### config.mk
export PLATFORM = sky130hd
export DESIGN_NAME = recov_classifier
export DESIGN_NICKNAME = d
export VERILOG_FILES = /design/src/rtl/recov_pkg.sv /design/src/rtl/recov_cfg_regs.sv /design/src/rtl/recov_pick.sv /design/src/rtl/recov_seq.sv /design/src/rtl/recov_classifier.sv
export SDC_FILE = /design/constraint.sdc
export NUM_CORES = 1
export LEC_CHECK = 0
export BUFFER_PORTS_ARGS = -buffer_cell sky130_fd_sc_hd__clkbuf_2
export CAP_MARGIN = 30
export CORE_MARGIN = 3
export CORE_UTILIZATION = 47
export DETAILED_ROUTE_END_ITERATION = 6
export GPL_ROUTABILITY_DRIVEN = 1
export HOLD_SLACK_MARGIN = 0.1
export PLACE_DENSITY = 0.64
export SYNTH_ARGS = -nofsm -noshare
export SYNTH_HDL_FRONTEND = slang
export SYNTH_SLANG_ARGS = --single-unit
### constraint.sdc
create_clock -name clk -period 3.8 [get_ports clk]
set_clock_uncertainty 0.05 [all_clocks]
set_input_delay 1.14 -clock clk [delete_from_list [all_inputs] [get_ports clk]]
set_output_delay 1.14 -clock clk [all_outputs]
set_load 0.01 [all_outputs]
### src/rtl/recov_pkg.sv
package recov_pkg;

    typedef enum logic [2:0] {
        CL_CE      = 3'd0,
        CL_RETRY   = 3'd1,
        CL_IPD     = 3'd2,
        CL_CPUCHK  = 3'd3,
        CL_SYSSTOP = 3'd4
    } rclass_e;

    typedef enum logic [1:0] {
        S_IDLE  = 2'd0,
        S_DRAIN = 2'd1,
        S_WAIT  = 2'd2
    } rstate_e;

    localparam int NUM_CLASSES = 5;

    // Map a raw 3-bit code onto the ordered classes; out-of-range codes saturate upward.
    function automatic rclass_e norm_class(input logic [2:0] code);
        return (code > 3'd4) ? CL_SYSSTOP : rclass_e'(code);
    endfunction

    // One escalation step per masked class, then the global override.
    function automatic rclass_e escalate(input rclass_e c, input logic [NUM_CLASSES-1:0] mask,
                                         input logic ovr);
        rclass_e r;
        r = c;
        if (mask[c] && (c != CL_SYSSTOP))
            r = rclass_e'(c + 3'd1);
        if (ovr)
            r = CL_SYSSTOP;
        return r;
    endfunction

endpackage

### src/rtl/recov_cfg_regs.sv
module recov_cfg_regs
    import recov_pkg::*;
#(
    parameter int N_DET = 8,
    parameter int CPU_W = 2,
    parameter int AW    = 4,
    parameter int DW    = 6
) (
    input  logic                        clk,
    input  logic                        rst,
    input  logic                        we,
    input  logic [AW-1:0]               addr,
    input  logic [DW-1:0]               wdata,
    output logic [N_DET-1:0][2:0]       code_tab,
    output logic [N_DET-1:0][CPU_W-1:0] cpu_tab,
    output logic [NUM_CLASSES-1:0]      esc_mask,
    output logic                        ovr
);
    localparam int CTRL_ADDR = N_DET;

    for (genvar d = 0; d < N_DET; d++) begin : g_entry
        always_ff @(posedge clk) begin
            if (rst) begin
                code_tab[d] <= '0;
                cpu_tab[d]  <= '0;
            end else if (we && (addr == AW'(d))) begin
                code_tab[d] <= wdata[2:0];
                cpu_tab[d]  <= wdata[3 +: CPU_W];
            end
        end
    end

    always_ff @(posedge clk) begin
        if (rst) begin
            esc_mask <= '0;
            ovr      <= 1'b0;
        end else if (we && (addr == AW'(CTRL_ADDR))) begin
            esc_mask <= wdata[NUM_CLASSES-1:0];
            ovr      <= wdata[NUM_CLASSES];
        end
    end
endmodule

### src/rtl/recov_pick.sv
module recov_pick
    import recov_pkg::*;
#(
    parameter int N_DET = 8,
    parameter int CPU_W = 2,
    parameter int ID_W  = 3
) (
    input  logic [N_DET-1:0]            det,
    input  logic [N_DET-1:0][2:0]       code_tab,
    input  logic [N_DET-1:0][CPU_W-1:0] cpu_tab,
    input  logic [NUM_CLASSES-1:0]      esc_mask,
    input  logic                        ovr,
    output logic                        hit,
    output logic [ID_W-1:0]             id,
    output logic [CPU_W-1:0]            cpu,
    output rclass_e                     cls
);
    logic [2:0] code;

    // Scan from the top down so the lowest active index is the last to assign.
    always_comb begin
        id   = '0;
        cpu  = '0;
        code = '0;
        for (int i = N_DET - 1; i >= 0; i--) begin
            if (det[i]) begin
                id   = ID_W'(i);
                cpu  = cpu_tab[i];
                code = code_tab[i];
            end
        end
    end

    assign hit = |det;
    assign cls = escalate(norm_class(code), esc_mask, ovr);
endmodule

### src/rtl/recov_seq.sv
module recov_seq
    import recov_pkg::*;
#(
    parameter int N_CPU = 4,
    parameter int CPU_W = 2,
    parameter int ID_W  = 3
) (
    input  logic                   clk,
    input  logic                   rst,
    input  logic                   hit,
    input  logic [ID_W-1:0]        id,
    input  logic [CPU_W-1:0]       cpu,
    input  rclass_e                cls,
    input  logic [N_CPU-1:0]       st_empty,
    input  logic                   rec_done,
    output logic                   locked,
    output logic [ID_W-1:0]        err_id,
    output logic [CPU_W-1:0]       err_cpu,
    output rclass_e                err_class,
    output logic [NUM_CLASSES-1:0] acts,
    output logic                   clk_stop
);
    rstate_e state;

    always_ff @(posedge clk) begin
        if (rst) begin
            state     <= S_IDLE;
            err_id    <= '0;
            err_cpu   <= '0;
            err_class <= CL_CE;
            acts      <= '0;
            clk_stop  <= 1'b0;
        end else begin
            acts <= '0;
            case (state)
                S_IDLE: begin
                    if (hit) begin
                        err_id    <= id;
                        err_cpu   <= cpu;
                        err_class <= cls;
                        if (cls == CL_RETRY) begin
                            state <= S_DRAIN;
                        end else begin
                            state     <= S_WAIT;
                            acts[cls] <= 1'b1;
                        end
                        if (cls == CL_SYSSTOP)
                            clk_stop <= 1'b1;
                    end
                end
                S_DRAIN: begin
                    if (st_empty[err_cpu]) begin
                        acts[CL_RETRY] <= 1'b1;
                        state          <= S_WAIT;
                    end
                end
                S_WAIT: begin
                    if (rec_done)
                        state <= S_IDLE;
                end
                default: state <= S_IDLE;
            endcase
        end
    end

    assign locked = (state != S_IDLE);
endmodule

### src/rtl/recov_classifier.sv
module recov_classifier
    import recov_pkg::*;
#(
    parameter int N_DET  = 8,
    parameter int N_CPU  = 4,
    localparam int CPU_W  = (N_CPU > 1) ? $clog2(N_CPU) : 1,
    localparam int ID_W   = (N_DET > 1) ? $clog2(N_DET) : 1,
    localparam int CFG_AW = $clog2(N_DET + 1),
    localparam int CFG_DW = ((3 + CPU_W) > (NUM_CLASSES + 1)) ? (3 + CPU_W) : (NUM_CLASSES + 1)
) (
    input  logic              clk,
    input  logic              rst,
    input  logic              cfg_we_i,
    input  logic [CFG_AW-1:0] cfg_addr_i,
    input  logic [CFG_DW-1:0] cfg_wdata_i,
    input  logic [N_DET-1:0]  det_i,
    input  logic [N_CPU-1:0]  st_empty_i,
    input  logic              rec_done_i,
    output logic              locked_o,
    output logic [ID_W-1:0]   err_id_o,
    output logic [CPU_W-1:0]  err_cpu_o,
    output logic [2:0]        err_class_o,
    output logic              act_ce_o,
    output logic              act_retry_o,
    output logic              act_ipd_o,
    output logic              act_cpuchk_o,
    output logic              act_sysstop_o,
    output logic              clk_stop_o
);
    logic [N_DET-1:0][2:0]       code_tab;
    logic [N_DET-1:0][CPU_W-1:0] cpu_tab;
    logic [NUM_CLASSES-1:0]      esc_mask;
    logic                        ovr;
    logic                        hit;
    logic [ID_W-1:0]             pick_id;
    logic [CPU_W-1:0]            pick_cpu;
    rclass_e                     pick_cls;
    rclass_e                     err_class;
    logic [NUM_CLASSES-1:0]      acts;

    recov_cfg_regs #(.N_DET(N_DET), .CPU_W(CPU_W), .AW(CFG_AW), .DW(CFG_DW)) u_cfg (
        .clk      (clk),
        .rst      (rst),
        .we       (cfg_we_i),
        .addr     (cfg_addr_i),
        .wdata    (cfg_wdata_i),
        .code_tab (code_tab),
        .cpu_tab  (cpu_tab),
        .esc_mask (esc_mask),
        .ovr      (ovr)
    );

    recov_pick #(.N_DET(N_DET), .CPU_W(CPU_W), .ID_W(ID_W)) u_pick (
        .det      (det_i),
        .code_tab (code_tab),
        .cpu_tab  (cpu_tab),
        .esc_mask (esc_mask),
        .ovr      (ovr),
        .hit      (hit),
        .id       (pick_id),
        .cpu      (pick_cpu),
        .cls      (pick_cls)
    );

    recov_seq #(.N_CPU(N_CPU), .CPU_W(CPU_W), .ID_W(ID_W)) u_seq (
        .clk       (clk),
        .rst       (rst),
        .hit       (hit),
        .id        (pick_id),
        .cpu       (pick_cpu),
        .cls       (pick_cls),
        .st_empty  (st_empty_i),
        .rec_done  (rec_done_i),
        .locked    (locked_o),
        .err_id    (err_id_o),
        .err_cpu   (err_cpu_o),
        .err_class (err_class),
        .acts      (acts),
        .clk_stop  (clk_stop_o)
    );

    assign err_class_o   = err_class;
    assign act_ce_o      = acts[CL_CE];
    assign act_retry_o   = acts[CL_RETRY];
    assign act_ipd_o     = acts[CL_IPD];
    assign act_cpuchk_o  = acts[CL_CPUCHK];
    assign act_sysstop_o = acts[CL_SYSSTOP];
endmodule

==> flow_summary.ini <==
[setup_path]
dominant_delay_contributor_by_cell_family_on_the_critical_path = compound AO/OA/AOI/OAI gates
critPathBufInv = 2
worst-path-stages = 13
timing.critical_path.slowest_stage_cell = sky130_fd_sc_hd__a221oi_2
ff2ff_path_depth = 12
worstSetupStartpointType = input port
cp_max_fo = 8
setup.worst_path.class = input port to flip-flop
critPathCaptureType = flip-flop
arrival_ns = 3.52
required_ns = 3.94
critical_path.cell_chain = clkbuf_2 > nand3b_1 > a221oi_2 > o211ai_1 > a21oi_1 > inv_1 > ha_1 > nand2b_1 > and3b_1 > a311o_1 > or2_4 > a31o_1 > a21oi_2
reg2reg_setup_slack_ns = 1.08
max_stage_delay_ns = 0.48

[sta]
timing_hold_violations_final = 0
fin_crit_ns = 3.38
achievable-frequency_ghz = 0.296
setup_ws_ns = 0.420
finalSetupTns_ns = 0
period_share_pct = 88.9
timing_max_transition_violations_final = 0
setup_violation_total_in_the_final_timing_report = 0
unrepaired_setup_endpoints_after_global_routing = false
timing.max_slew.rel_slack_pct = 48.8
tightest_slew_ns = 0.767

[floorplan]
die-height_um = 86.9
die_width_um = 86.9
top_level_ports = 41
initial_utilization_pct = 50.2
row_count = 28
die_area_mm2 = 0.00755
coreArea_mm2 = 0.00613

[finish]
area_growth_syn_to_layout_pct = 15.6
finalCoreUtilization_pct = 58.0
fin_nets = 424
antennaDiodeCount = 0
drive_above_1_share_pct = 21.4

[synth]
ys.warnings.count = 0
asyncSetResetFlopFracSynth_pct = 0
yosysTopAreaCell = sky130_fd_sc_hd__dfxtp_1
postSynthAreaPerCell_um2 = 8.64
synth.lib_cells_used.distinct = 59
synth_seq_cells = 62
synth.yosys.seq_area_share_pct = 40.3
synthMostInstantiatedCell = sky130_fd_sc_hd__dfxtp_1
number_of_enable_flip_flop_cells_after_synthesis = 0
synth.cell_area_mm2 = 0.00308
synth_top_flop_cell = sky130_fd_sc_hd__dfxtp_1
synth_top_cells_by_area = sky130_fd_sc_hd__dfxtp_1 40%, sky130_fd_sc_hd__mux2i_1 14%, sky130_fd_sc_hd__nor2_1 7.1%
synthesis.instances = 356
synthTopCellsByCount = 62 x sky130_fd_sc_hd__dfxtp_1, 58 x sky130_fd_sc_hd__nor2_1, 44 x sky130_fd_sc_hd__mux2i_1
syn-num-nets = 383
post-synth-top-area-fraction_pct = 40.3

[place]
finalWeightedCongestion = 0.803
place_hpwl_um = 5420
buffer_ports.inserted = 40
place_ws_ns = 0.114

[detailed_routing]
drt-total-wl_um = 7310
detail_route.wl_per_cell_um = 15.3
ant_nets = 0
via_count_of_the_routed_design = 2577
router_iterations_before_antenna_repair = 4
post-route-drc-count = 0
vias_per_cell = 5.40
drt_first_iter_violations = 107

[grt]
globalRouteMet2Util_pct = 34.1
grt_first_pass_wirelength_um = 12100
layer_carrying_the_most_global_route_usage = met2
initial_antenna_violation_count = 0
groute.layer.met3.usage_pct = 6.43
grtUsageTotal_pct = 20.8
grt_pass1_vias = 2493
grt_overflow_total = 0
grt_start_max_net_pins = 35
met1_usage_pct = 26.7

[status]
run_status = finished clean

[clock_tree]
cts-resized-gates = 0
ctsRootBufferMaster = sky130_fd_sc_hd__clkbuf_8
post_cts_repair_setup_buffers = 0
holdBufCountCts = 0
clk_latency_ns = 0.34
clk_transition_reported_paths_ns = 0.06
numCtsBuffers = 9
cts_max_path_buffers = 2
clock_tree_from_tritoncts = yes
cts-htree-levels = 3
clock-sinks = 62

[hold_path]
holdCritPathClass = flip-flop to flip-flop
timing.hold.worst_path_depth = 2

[run]
maxCapViolations = 0

[power_and_ir_drop]
max-vdd-ir-drop_uv = 309
p_leak_nw = 1.48
powerDensity_mw_per_mm2 = 391
power_mw = 1.39
==> worst reg2reg max path, cell delays in order (launching register included) <==
cell and delay, ns:
sky130_fd_sc_hd__dfxtp_1 0.33, sky130_fd_sc_hd__nand3b_1 0.09, sky130_fd_sc_hd__a221oi_2 0.48, sky130_fd_sc_hd__o211ai_1 0.20, sky130_fd_sc_hd__a21oi_1 0.24, sky130_fd_sc_hd__inv_1 0.09
sky130_fd_sc_hd__ha_1 0.19, sky130_fd_sc_hd__nand2b_1 0.17, sky130_fd_sc_hd__and3b_1 0.24, sky130_fd_sc_hd__a311o_1 0.14, sky130_fd_sc_hd__or2_4 0.15, sky130_fd_sc_hd__a31o_1 0.16
sky130_fd_sc_hd__a21oi_2 0.05
==> layer usage <==
layer  part of all wire (%)  vias up
met5                      0        -
met4                   0.96        0
met3                    4.4        6
met2                     48       47
met1                     46     1193
li1                       -     1331
==> state kept, by name (all words and copies together), names as in the netlist <==
signal           cells
u_seq.state          2
u_cfg.code_tab      24
u_seq.err_class      3
u_seq.acts           5
u_seq.err_cpu        2
u_seq.clk_stop       1
u_cfg.cpu_tab       16
u_cfg.esc_mask       5
u_seq.err_id         3
u_cfg.ovr            1
==> cell type report <==
cell class	instances	area (um^2)
Clock inverter	4	22.5
Inverter	9	33.8
Tap cell	75	93.8
Multi-Input combinational cell	261	1700
Clock buffer	12	145
Timing Repair Buffer	54	318
Fill cell	570	2570
Sequential cell	62	1240
==> cells by family (layout without fill, tap and decap cells) <==
| logic type | after synthesis | count (layout) | synth area share, % |
|---|---|---|---|
| AO/OA/AOI/OAI | 65 | 65 | 15.5 |
| adder cells (fa/ha/maj) | 1 | 1 | 0.407 |
| buffers and inverters | 33 | 79 | 4.35 |
| flip-flops | 62 | 62 | 40.3 |
| multiplexers | 46 | 46 | 15.5 |
| AND/OR/NAND/NOR | 149 | 149 | 23.8 |
==> final timing paths <==
kind                                   startpoint                              end
setup / recovery                         det_i[7]      u_seq.state[1]$_SDFFE_PP0P_
hold / removal    u_seq.err_class[1]$_SDFFE_PP0P_  u_seq.err_class[1]$_SDFFE_PP0P_
setup reg to reg  u_cfg.code_tab[21]$_SDFFE_PP0P_      u_seq.state[1]$_SDFFE_PP0P_
hold reg to reg   u_seq.err_class[1]$_SDFFE_PP0P_  u_seq.err_class[1]$_SDFFE_PP0P_
==> power by group <==
part	switching (mW)	leakage (nW)	total, mW	internal [mW]
combinational	0.120	0.887	0.201	0.0807
sequential	0.0127	0.502	0.683	0.670
clock	0.253	0.0861	0.505	0.251
==> placed cells by master (no fill, tap or decap), types with 3 or more instances in the layout <==
cell	n
sky130_fd_sc_hd__and3_1	3
sky130_fd_sc_hd__nor2b_1	4
sky130_fd_sc_hd__mux2i_1	44
sky130_fd_sc_hd__a211oi_1	4
sky130_fd_sc_hd__clkinv_2	3
sky130_fd_sc_hd__clkbuf_2	40
sky130_fd_sc_hd__nor2_1	58
sky130_fd_sc_hd__inv_1	9
sky130_fd_sc_hd__nand2b_1	5
sky130_fd_sc_hd__nand3b_1	9
sky130_fd_sc_hd__nand2_1	34
sky130_fd_sc_hd__o21ai_0	7
sky130_fd_sc_hd__nor3_1	3
sky130_fd_sc_hd__nand3_1	11
sky130_fd_sc_hd__nor3b_1	6
sky130_fd_sc_hd__o211ai_1	5
sky130_fd_sc_hd__buf_4	13
sky130_fd_sc_hd__a21oi_1	23
sky130_fd_sc_hd__clkbuf_8	10
sky130_fd_sc_hd__dfxtp_1	62
==> per-stage QoR <==
step | instances | area, um^2 | hold WS, ns
floorplan | 356 | 3080 | 0.386
global placement | 461 | 3390 | 0.391
detailed placement | 461 | 3390 | 0.397
CTS | 477 | 3560 | 0.406
global route | 477 | 3560 | 0.422
finish | 477 | 3560 | 0.404
Power figures use the tool's default switching activity.
